File: src/rtl/flag_alu_pkg.sv
// Shared types for the flag-setting ALU: opcodes, condition codes, flags.
// Assumes 4-bit opcode and condition fields.
package flag_alu_pkg;

    typedef enum logic [3:0] {
        OP_ADD = 4'd0,
        OP_SUB = 4'd1,
        OP_RSB = 4'd2,
        OP_ADC = 4'd3,
        OP_SBC = 4'd4,
        OP_AND = 4'd5,
        OP_ORR = 4'd6,
        OP_EOR = 4'd7,
        OP_BIC = 4'd8,
        OP_ORN = 4'd9
    } alu_op_e;

    typedef enum logic [3:0] {
        CC_EQ = 4'd0,  CC_NE = 4'd1,  CC_CS = 4'd2,  CC_CC = 4'd3,
        CC_MI = 4'd4,  CC_PL = 4'd5,  CC_VS = 4'd6,  CC_VC = 4'd7,
        CC_HI = 4'd8,  CC_LS = 4'd9,  CC_GE = 4'd10, CC_LT = 4'd11,
        CC_GT = 4'd12, CC_LE = 4'd13, CC_AL = 4'd14, CC_XX = 4'd15
    } cond_e;

    typedef struct packed {
        logic n;
        logic z;
        logic c;
        logic v;
    } flags_t;

endpackage

File: src/rtl/fa_arith.sv
// Arithmetic core: one shared adder serves ADD, SUB, RSB, ADC and SBC.
// Subtraction is done by inverting one operand and forcing or passing the
// carry-in, so carry reads as "no borrow". Purely combinational.
module fa_arith #(
    parameter int W = 32
) (
    input  logic [3:0]   op,
    input  logic [W-1:0] a,
    input  logic [W-1:0] b,
    input  logic         c_in,
    output logic [W-1:0] sum,
    output logic         c_out,
    output logic         ovf,
    output logic         is_arith
);
    import flag_alu_pkg::*;

    localparam int MSB = W - 1;

    logic [W-1:0] x;
    logic [W-1:0] y;
    logic         cin;
    logic [W:0]   wide;

    // Select adder operands and carry-in for the requested operation.
    always_comb begin
        x        = a;
        y        = b;
        cin      = 1'b0;
        is_arith = 1'b1;
        case (alu_op_e'(op))
            OP_ADD: begin x = a;  y = b;  cin = 1'b0; end
            OP_SUB: begin x = a;  y = ~b; cin = 1'b1; end
            OP_RSB: begin x = b;  y = ~a; cin = 1'b1; end
            OP_ADC: begin x = a;  y = b;  cin = c_in; end
            OP_SBC: begin x = a;  y = ~b; cin = c_in; end
            default: is_arith = 1'b0;
        endcase
    end

    // Single adder with carry out and signed overflow.
    always_comb begin
        wide  = {1'b0, x} + {1'b0, y} + {{W{1'b0}}, cin};
        sum   = wide[MSB:0];
        c_out = wide[W];
        ovf   = (x[MSB] == y[MSB]) && (wide[MSB] != x[MSB]);
    end

endmodule

File: src/rtl/fa_logic.sv
// Bitwise unit: AND, OR, XOR, AND-NOT and OR-NOT. Purely combinational.
module fa_logic #(
    parameter int W = 32
) (
    input  logic [3:0]   op,
    input  logic [W-1:0] a,
    input  logic [W-1:0] b,
    output logic [W-1:0] res,
    output logic         is_logic
);
    import flag_alu_pkg::*;

    // Pick the bitwise function for the requested operation.
    always_comb begin
        res      = '0;
        is_logic = 1'b1;
        case (alu_op_e'(op))
            OP_AND: res = a & b;
            OP_ORR: res = a | b;
            OP_EOR: res = a ^ b;
            OP_BIC: res = a & ~b;
            OP_ORN: res = a | ~b;
            default: is_logic = 1'b0;
        endcase
    end

endmodule

File: src/rtl/fa_cond.sv
// Condition evaluator: decides from the current flags whether an operation
// may execute. Codes 14 and 15 always pass. Purely combinational.
module fa_cond (
    input  logic [3:0]            cond,
    input  flag_alu_pkg::flags_t  fl,
    output logic                  pass
);
    import flag_alu_pkg::*;

    logic ge;

    // Evaluate the selected condition.
    always_comb begin
        ge = (fl.n == fl.v);
        case (cond_e'(cond))
            CC_EQ:   pass = fl.z;
            CC_NE:   pass = !fl.z;
            CC_CS:   pass = fl.c;
            CC_CC:   pass = !fl.c;
            CC_MI:   pass = fl.n;
            CC_PL:   pass = !fl.n;
            CC_VS:   pass = fl.v;
            CC_VC:   pass = !fl.v;
            CC_HI:   pass = fl.c && !fl.z;
            CC_LS:   pass = !fl.c || fl.z;
            CC_GE:   pass = ge;
            CC_LT:   pass = !ge;
            CC_GT:   pass = !fl.z && ge;
            CC_LE:   pass = fl.z || !ge;
            default: pass = 1'b1;
        endcase
    end

endmodule

File: src/rtl/flag_alu.sv
// Top of the execute unit. Registers the result and the N/Z/C/V flags.
// An operation runs only if in_valid is high, the opcode is defined and
// the condition passes on the flags held before this edge. The stored
// carry feeds ADC/SBC for multiword chains. Synchronous active-low reset.
module flag_alu #(
    parameter int W = 32
) (
    input  logic         clk,
    input  logic         rst_n,
    input  logic         in_valid,
    input  logic [3:0]   op_code,
    input  logic         set_flags,
    input  logic [3:0]   cond,
    input  logic [W-1:0] opnd_a,
    input  logic [W-1:0] opnd_b,
    output logic [W-1:0] res_q,
    output logic         out_valid,
    output logic         flag_n,
    output logic         flag_z,
    output logic         flag_c,
    output logic         flag_v
);
    import flag_alu_pkg::*;

    localparam int MSB = W - 1;

    flags_t       fl_q;
    logic [W-1:0] a_sum;
    logic         a_cout;
    logic         a_ovf;
    logic         is_arith;
    logic [W-1:0] l_res;
    logic         is_logic;
    logic         cond_ok;
    logic         exec;
    logic [W-1:0] nxt_res;

    fa_arith #(.W(W)) u_arith (
        .op       (op_code),
        .a        (opnd_a),
        .b        (opnd_b),
        .c_in     (fl_q.c),
        .sum      (a_sum),
        .c_out    (a_cout),
        .ovf      (a_ovf),
        .is_arith (is_arith)
    );

    fa_logic #(.W(W)) u_logic (
        .op       (op_code),
        .a        (opnd_a),
        .b        (opnd_b),
        .res      (l_res),
        .is_logic (is_logic)
    );

    fa_cond u_cond (
        .cond (cond),
        .fl   (fl_q),
        .pass (cond_ok)
    );

    // Decide whether this cycle's operation commits, and merge results.
    always_comb begin
        exec    = in_valid && cond_ok && (is_arith || is_logic);
        nxt_res = is_arith ? a_sum : l_res;
    end

    // Result and valid register.
    always_ff @(posedge clk) begin
        if (!rst_n) begin
            res_q     <= '0;
            out_valid <= 1'b0;
        end else begin
            out_valid <= exec;
            if (exec) res_q <= nxt_res;
        end
    end

    // Status flag register; C and V change only for arithmetic.
    always_ff @(posedge clk) begin
        if (!rst_n) begin
            fl_q <= '0;
        end else if (exec && set_flags) begin
            fl_q.n <= nxt_res[MSB];
            fl_q.z <= (nxt_res == '0);
            if (is_arith) begin
                fl_q.c <= a_cout;
                fl_q.v <= a_ovf;
            end
        end
    end

    assign flag_n = fl_q.n;
    assign flag_z = fl_q.z;
    assign flag_c = fl_q.c;
    assign flag_v = fl_q.v;

endmodule

File: config.mk
export PLATFORM = sky130hd
export DESIGN_NAME = flag_alu
export DESIGN_NICKNAME = d
export VERILOG_FILES = /design/src/rtl/flag_alu_pkg.sv /design/src/rtl/fa_arith.sv /design/src/rtl/fa_logic.sv /design/src/rtl/fa_cond.sv /design/src/rtl/flag_alu.sv
export SDC_FILE = /design/constraint.sdc
export NUM_CORES = 1
export LEC_CHECK = 0
export CAP_MARGIN = 20
export CORE_AREA = 2 2 155 157
export CTS_CLUSTER_DIAMETER = 200
export DETAILED_ROUTE_END_ITERATION = 12
export DIE_AREA = 0 0 157 159
export GPL_ROUTABILITY_DRIVEN = 0
export HOLD_SLACK_MARGIN = 0.02
export SLEW_MARGIN = 20
export SYNTH_ARGS = -nofsm -noshare
export SYNTH_HDL_FRONTEND = slang
export SYNTH_SLANG_ARGS = --single-unit
export TNS_END_PERCENT = 5
File: constraint.sdc
create_clock -name clk -period 7.8 [get_ports clk]
set_clock_uncertainty 0.2 [all_clocks]
set_input_delay 1.56 -clock clk [delete_from_list [all_inputs] [get_ports clk]]
set_output_delay 1.56 -clock clk [all_outputs]
set_load 0.01 [all_outputs]
==> results.toml, run 1 <==
[clock_tree]
cts_hold_buf = 0
cts_inserted_buffers = 5
insertion_delay_ns = 0.28
root_buffer = "clkbuf_16"
cts_buffer_depth = 2
tritoncts = "built"
clkTransAtPathRegs_ns = 0.06
cts_setup_buffers = 0
cts-htree-levels = 2
ctsResizeCount = 0
cts_sinks = 37

[logic_synthesis]
avgSynthCellArea_um2 = 6.48
synth_seq_cells = 37
syn_inst = 958
async_flop_share_pct = 0
yosys.area.top_type = "dfxtp_1"
synth_edf_count = 0
synth.area.top_cells = "dfxtp_1 (12%), o21ai_0 (8.9%), a21oi_1 (7.9%), nand2_1 (7.0%), ha_1 (6.2%)"
syn-num-nets = 1067
yosys_warnings = 0
synth_cell_type_count = 72
yosysSeqAreaShare_pct = 11.9
synth_ff_type = "dfxtp_1"
synth_top_area_share_pct = 11.9
syn-cell-area_um2 = 6210

[placed_design]
dpl.hpwl_um = 17700
portBuffers = 112

[worst_setup_path]
worstPathRequired_ns = 7.80
worstSetupPathType = "primary input to flop"
path_cells = "clkdlybuf4s50_1 > buf_4 > or3_2 > mux2i_1 > fa_1 > inv_1 > fa_1 > a21o_1 > a221o_1 > a21o_1 > a21oi_4 > o21ai_1 > xor2_1 > a221oi_1 > and3_1 > nand4_1 > o31ai_2"
r2r_setup_slack_ns = 3.42
timing.rr.start = "flag_c"
critPathMaxFanout = 26
critical-path-max-stage-delay_ns = 0.71
r2r_cells = 15
slowest_stage = "or3_2"
crit_arrival_ns = 6.59
worstReg2RegEnd = "flag_z"
start_kind = "primary input"
endpoint_kind = "flop"

[power_and_ir_drop]
peakVddDrop_mv = 0.0960
power_density_nw_per_um2 = 128
finalPower_w = 0.000987
p_leak_nw = 2.87

[drt]
first_pass_iters = 5
num_vias = 7467
drtIter0Drc = 642
wl_um = 23300
drt-vias-per-instance = 5.58
wl_per_cell_um = 17.5
ant_nets = 0
drc = 0

[timing]
hold_viol_final = 0
slew_violations = 0
finalSetupTns_ns = 0
fmax_ghz = 0.152
max_slew_margin_pct = 28.5
rsz0062_at_grt = "no"
finalSetupViolations = 0
min_period_over_period_pct = 84.5
fin_crit_ns = 6.59
worstMarginPinSlew_ns = 1.07

[min_path]
hold_start = "res_q[4]"
hp-class = "flop to flop"
hold_depth = 2
whs_endpoint = "res_q[4]"

[global_route]
overflow = 0
gr-usage-met3_pct = 2.45
use_met1_pct = 24.4
busiest_layer = "met2"
grt_pass1_vias = 6820
grt_pass1_wl_um = 37000
grt_antenna_before_repair = 0
grt_usage_pct = 18.0
grt_use_met2_pct = 30.5
grt_max_degree = 69

[finish]
area_growth_pct = 24.1
utilization_pct = 33.2
drive_gt1_share_pct = 4.52
diodes = 0
nets = 1126

[die]
dieHeight_um = 159
core_area_um2 = 23200
die_area_um2 = 25000
die_w_um = 157
io_pins = 113
rows = 56
initial_core_util_pct = 26.8

[job]
maxCapViolations = 0

[outcome]
outcome = "complete, no violations"
per-stage QoR:
stage	cells	setup slack, ns	hold WS [ns]	cell area (um2)
after global placement	1329	0.999	0.258	7560
after detailed placement	1329	0.955	0.263	7560
after global routing	1337	0.912	0.305	7710
after CTS	1337	1.24	0.275	7710
final	1337	1.21	0.276	7710
after floorplan	958	1.69	0.291	6210
critical path, delay by kind of cell:
family / cells / cell delay, ns
AND/OR/NAND/NOR: 3 / 1.09
multiplexers: 1 / 0.28
AO/OA/AOI/OAI: 7 / 2.08
XOR/XNOR: 1 / 0.17
adder cells (fa/ha/maj): 2 / 0.64
buffers and inverters: 3 / 0.75
cell usage in the layout, fill, tap and decap left out, types with 5 or more instances in the layout:
master,netlist,layout
a211oi_1,25,25
a21o_1,14,14
a21oi_1,98,97
a221oi_1,7,7
a22oi_1,7,7
a31oi_1,11,11
a32oi_1,18,18
and2_1,5,5
and3_1,11,11
buf_4,0,15
clkbuf_16,0,5
clkdlybuf4s50_1,0,110
dfxtp_1,37,37
ha_1,31,31
inv_1,38,38
maj3_1,22,22
mux2_2,9,9
mux2i_1,10,10
nand2_1,116,116
nand2b_1,21,21
nand3_1,31,31
nand4_1,16,16
nor2_1,87,87
nor2b_1,12,11
nor3_1,11,10
o211ai_1,15,15
o21a_1,9,9
o21ai_0,111,111
o221ai_1,12,12
or3_1,6,5
xnor2_1,16,16
xor2_1,9,9
per-layer routing:
layer  share of wire [%]  vias up
li1                    -     3673
met5                   0        -
met2                  47      274
met1                  44     3486
met4                 1.9        0
met3                 7.3       34
cell type report:
type / instances / area (um2)
fillers: 2510 / 15500
clock inverters: 3 / 22.5
clock buffers: 5 / 125
multi-input cells: 807 / 5050
flip-flops and latches: 37 / 741
inverters: 39 / 146
repair buffers: 127 / 1220
well taps: 319 / 399
synth_stat cells, drive strengths merged (6+ instances only):
cell type / instances
nand2: 116
o21ai: 113
a21oi: 100
nor2: 87
clkbuf: 63
inv: 38
dfxtp: 37
ha: 31
nand3: 31
a211oi: 25
maj3: 22
nand2b: 21
a32oi: 18
nand4: 16
xnor2: 16
o211ai: 15
a21o: 14
buf: 12
nor2b: 12
o221ai: 12
a31oi: 11
and3: 11
nor3: 11
mux2i: 10
mux2: 9
o21a: 9
xor2: 9
a221oi: 8
a22oi: 7
or3: 6
how the worst max path moves through the flow:
stage | from | end | slack, ns
after floorplan | op_code[0] | flag_z | 1.69
after global placement | op_code[3] | flag_z | 1.0
after detailed placement | op_code[3] | flag_z | 0.96
after CTS | op_code[3] | flag_z | 1.24
after global routing | op_code[3] | flag_z | 0.91
final | op_code[2] | flag_z | 1.21
registers in the layout (all words and copies together), names as in the netlist:
| signal | cells |
|---|---|
| flag_v | 1 |
| flag_z | 1 |
| flag_c | 1 |
| res_q | 32 |
| flag_n | 1 |
| out_valid | 1 |
power by group:
group / switching (W) / leakage (nW) / internal [W]
sequential: 0.00000899 / 0.303 / 0.000202
clock: 0.0000821 / 0.0738 / 0.000119
combinational: 0.000339 / 2.50 / 0.000236
total: 0.000431 / 2.87 / 0.000557
cell families after synthesis:
kind of cell	Yosys count	share of synthesized area, %
flip-flops	37	11.9
AND/OR/NAND/NOR	332	24.8
buffers and inverters	114	7.07
AO/OA/AOI/OAI	375	38.7
multiplexers	20	3.61
XOR/XNOR	25	3.52
adder cells (fa/ha/maj)	55	10.4
No activity file was read; power rests on OpenSTA's default activity.
==> inputs of run 2 (changes only) <==
Clock period 7.8 ns to 5.4 ns, I/O delays scaled along.
==> results.toml, run 2 (same netlist as run 1, synthesis figures left out) <==
[finish]
final_cell_mix = "buf_4 (140), nand2_1 (116), o21ai_0 (111), clkdlybuf4s50_1 (108), a21oi_1 (96)"
design_area_um2 = 8830
layout_commonest_cell = "buf_4"
largest_register_ffs = 32
fin_cells = 1465
diodes = 0
drive_gt1_share_pct = 16.3
nets = 1254
regMostFlops = "res_q"
area_growth_pct = 42.1

[timing]
rsz0062_at_grt = "no"
fin_crit_ns = 4.98
fmax_ghz = 0.201
min_period_over_period_pct = 92.1
worstMarginPinSlew_ns = 0.850
finalSetupViolations = 0
finalSetupTns_ns = 0
hold_viol_final = 0
slew_violations = 0
max_slew_margin_pct = 43.2

[drt]
met2WireLength_um = 11100
drt-vias-per-instance = 5.35
drtIter0Drc = 724
highest_layer = "met5"
drc = 0
route.met3.wl_um = 1550
first_pass_iters = 5
num_vias = 7843
wl_per_cell_um = 16.4
wl_um = 24000
ant_nets = 0
wl_met1_um = 10800

[job]
maxCapViolations = 0

[die]
dieHeight_um = 159
die_area_um2 = 25000
core_area_um2 = 23200
rows = 56
die_w_um = 157
initial_core_util_pct = 26.8
io_pins = 113

[global_route]
grt_usage_pct = 18.8
grt_pass1_vias = 7460
grt_max_degree = 78
grt_antenna_before_repair = 1
grt_pass1_wl_um = 38700
overflow = 0

[clock_tree]
root_buffer = "clkbuf_16"
cts_buffer_depth = 2
cts_inserted_buffers = 5
cts_sinks = 37
tritoncts = "built"
clkTransAtPathRegs_ns = 0.06
insertion_delay_ns = 0.27
cts-htree-levels = 2

[worst_setup_path]
worstPathRequired_ns = 5.40
worstSetupPathType = "primary input to flop"
critPathMaxFanout = 5
crit_arrival_ns = 4.97
critical-path-max-stage-delay_ns = 0.60
slowest_stage = "clkdlybuf4s50_1"
path_cells = "clkdlybuf4s50_1 > nor2_1 > a211oi_2 > fa_2 > inv_1 > fa_1 > a21o_1 > a221o_1 > nand3_1 > a311oi_2 > or3_1 > a31oi_1 > nand4b_1 > nor4_2 > nand4_1 > o31ai_2"
endpoint_kind = "flop"
start_kind = "primary input"

[outcome]
outcome = "complete, no violations"

[power_and_ir_drop]
power_density_nw_per_um2 = 191
peakVddDrop_mv = 0.123
p_leak_nw = 3.54

[placed_design]
dpl.hpwl_um = 19500
dp_cells = 1456
dpl_cell_area_um2 = 8550
portBuffers = 112

[min_path]
hp-class = "flop to flop"
[run 2: worst max-delay path: cells and delay by family]
kind                       cells  cell delay (ns)
buffers and inverters          2             0.65
and+or+nand+nor                6             1.17
adders and majority gates      2             0.68
AOI/OAI and AO/OA              6             1.38
[run 2: final timing paths]
| check | start | end | slack (ns) | cells past startpoint |
|---|---|---|---|---|
| min reg2reg | res_q[23] | res_q[23] | 0.27 | 2 |
| max | opnd_a[0] | flag_z | 0.42 | 16 |
| max reg2reg | flag_c | flag_z | 1.39 | 15 |
| min | res_q[23] | res_q[23] | 0.27 | 2 |
[run 2: report_power, final]
| part | internal (W) | switching (W) |
|---|---|---|
| Sequential | 0.000292 | 0.0000118 |
| Combinational | 0.000501 | 0.000539 |
| Clock | 0.000230 | 0.000111 |
[run 2: cell type report]
| class | count | area, um2 |
|---|---|---|
| fill | 2452 | 14400 |
| timing repair buffer | 255 | 2220 |
| multi-input combinational | 807 | 5140 |
| inverter | 39 | 146 |
| tap | 319 | 399 |
| sequential | 37 | 741 |
| clock inverter | 2 | 37.5 |
| clock buffer | 6 | 139 |
[run 2: what timing repair did]
| action | CTS | global route |
|---|---|---|
| endpoints found under the hold margin | 0 | 0 |
| setup buffers | 0 | 1 |
| endpoints found under the setup margin | 1 | 5 |
| hold buffers | 0 | 0 |
| gates resized for setup | 2 | 15 |
| pin swaps | 0 | 4 |
[run 2: metal layers]
| layer | up-vias | track usage, % |
|---|---|---|
| met3 | 37 | 2.56 |
| met5 | - | 0 |
| met2 | 245 | 31.3 |
| li1 | 3934 | - |
| met4 | 2 | 5.46 |
| met1 | 3625 | 25.2 |
[run 2: metrics by stage]
stage | util [%] | setup WS (ns) | power, W | hold slack (ns)
6_report | 38.1 | 0.425 | 0.00168 | 0.272
3_5_place_dp | 36.9 | -0.434 | 0.00132 | 0.268
3_3_place_gp | 36.9 | -0.423 | 0.00131 | 0.262
2_1_floorplan | - | 0.0522 | 0.000852 | 0.291
4_1_cts | 37.7 | 0.0613 | 0.00167 | 0.277
5_1_grt | 38.1 | 0.119 | 0.00181 | 0.306
==> inputs of run 3 (changes only) <==
Settings changed: REMOVE_ABC_BUFFERS set to 1.
==> results.toml, run 3 (same netlist as run 1, synthesis figures left out) <==
[outcome]
outcome = "complete, no violations"

[timing]
worstMarginPinSlew_ns = 0.827
rsz0062_at_grt = "no"
slew_violations = 0
fin_crit_ns = 5.07
fmax_ghz = 0.197
hold_viol_final = 0
min_period_over_period_pct = 93.8
max_slew_margin_pct = 44.8
finalSetupViolations = 0

[worst_setup_path]
path_cells = "buf_2 > buf_4 > nand2b_1 > a21oi_1 > o21ai_0 > fa_1 > inv_1 > fa_1 > a21o_1 > a221o_1 > buf_4 > xor2_1 > o211ai_1 > nand3_1 > a211oi_1 > nand4_1 > nor4_2 > nand4_1 > o31ai_2"
worstSetupPathType = "primary input to flop"
start_kind = "primary input"
path_delay_family = "compound AO/OA/AOI/OAI gates"
endpoint_kind = "flop"
worstReg2RegEnd = "flag_z"
r2r_setup_slack_ns = 1.33
critical-path-max-stage-delay_ns = 0.39
slowest_stage = "fa_1"
crit_arrival_ns = 5.09
timing.rr.start = "flag_c"
worstPathRequired_ns = 5.42
path_buf_inv = 4
r2r_cells = 16
critPathMaxFanout = 13

[global_route]
grt_antenna_before_repair = 1
grt_pass1_vias = 7428
grt_max_degree = 51
grt_usage_pct = 19.2
overflow = 0
grt_pass1_wl_um = 39000

[job]
maxCapViolations = 0

[drt]
ant_nets = 0
wl_um = 24300
first_pass_iters = 6
drc = 0
drtIter0Drc = 559
num_vias = 7833
drt-vias-per-instance = 5.38
wl_per_cell_um = 16.7

[clock_tree]
clkTransAtPathRegs_ns = 0.07
cts_inserted_buffers = 5
cts_hold_buf = 0
root_buffer = "clkbuf_16"
cts-htree-levels = 2
insertion_delay_ns = 0.30
cts_buffer_depth = 2
cts_sinks = 37
tritoncts = "built"

[min_path]
hold_start = "res_q[3]"
hp-class = "flop to flop"
whs_endpoint = "res_q[3]"
hold_depth = 2

[finish]
utilization_pct = 37.4
nets = 1244
area_growth_pct = 39.8
layout_commonest_cell = "buf_4"
multiInputGateArea_um2 = 5090
drive_gt1_share_pct = 15.1
regMostFlops = "res_q"
design_area_um2 = 8680
fin_cells = 1455
largest_register_ffs = 32
final_cell_mix = "buf_4 (131), nand2_1 (116), o21ai_0 (111), clkdlybuf4s50_1 (108), a21oi_1 (97)"
seq_area_um2 = 741
fillers = 2449
diodes = 0

[placed_design]
dpl.hpwl_um = 19200
portBuffers = 112
dpl_cell_area_um2 = 8450
dp_cells = 1445

[power_and_ir_drop]
peakVddDrop_mv = 0.147
power_density_nw_per_um2 = 193
p_leak_nw = 3.47

[die]
die_area_um2 = 25000
initial_core_util_pct = 26.8
io_pins = 113
rows = 56
dieHeight_um = 159
core_area_um2 = 23200
die_w_um = 157
## run 3: worst max path at each step
stage,depth (start not counted),end,from
4_1_cts,17,flag_z,op_code[3]
6_report,19,flag_z,op_code[0]
3_3_place_gp,17,flag_z,op_code[3]
2_1_floorplan,18,flag_z,op_code[2]
3_5_place_dp,17,flag_z,op_code[3]
5_1_grt,19,flag_z,op_code[2]
## run 3: routing by layer
metal | GRT usage (%) | vias up | share of wire [%]
li1 | - | 3918 | -
met1 | 26.1 | 3629 | 46
met2 | 31.3 | 249 | 45
met3 | 2.34 | 37 | 5.9
met4 | 6.80 | 0 | 2.9
met5 | 0 | - | 0
## run 3: per-stage QoR
step	total power, W	setup slack [ns]	TNS, ns	hold slack [ns]
3_3_place_gp	0.00129	-0.235	-0.327	0.260
6_report	0.00168	0.332	0	0.276
3_5_place_dp	0.00130	-0.333	-0.473	0.271
4_1_cts	0.00167	0.0144	0	0.282
5_1_grt	0.00180	0.166	0	0.317
2_1_floorplan	0.000825	-1.09	-16.60	0.291
## run 3: cell type report
| type | instances | share of cell area [%] |
|---|---|---|
| clock buffers | 5 | 1.44 |
| clock inverters | 3 | 0.533 |
| inverters | 39 | 1.69 |
| multi-input cells | 807 | 58.6 |
| flip-flops and latches | 37 | 8.53 |
| well taps | 319 | 4.60 |
| repair buffers | 245 | 24.6 |
## run 3: what timing repair did
item	4_1_cts	5_1_grt
buffers inserted	0	2
setup endpoints to repair	1	4
pin swaps	0	4
resized for setup	2	9
## run 3: worst register-to-register path, cell delays in order, from the launching register on
cell and delay [ns]:
dfxtp_1 0.38, nor2b_1 0.16, o21ai_0 0.25, fa_1 0.27, inv_1 0.06, fa_1 0.39
a21o_1 0.17, a221o_1 0.35, buf_4 0.17, xor2_1 0.13, o211ai_1 0.27, nand3_1 0.15
a211oi_1 0.27, nand4_1 0.20, nor4_2 0.25, nand4_1 0.14, o31ai_2 0.18
## run 3: power by group
group	switching [W]	total [W]	internal, W
clock network	0.000141	0.000360	0.000219
registers	0.0000108	0.000303	0.000292
logic	0.000532	0.00101	0.000482
total	0.000684	0.00168	0.000993
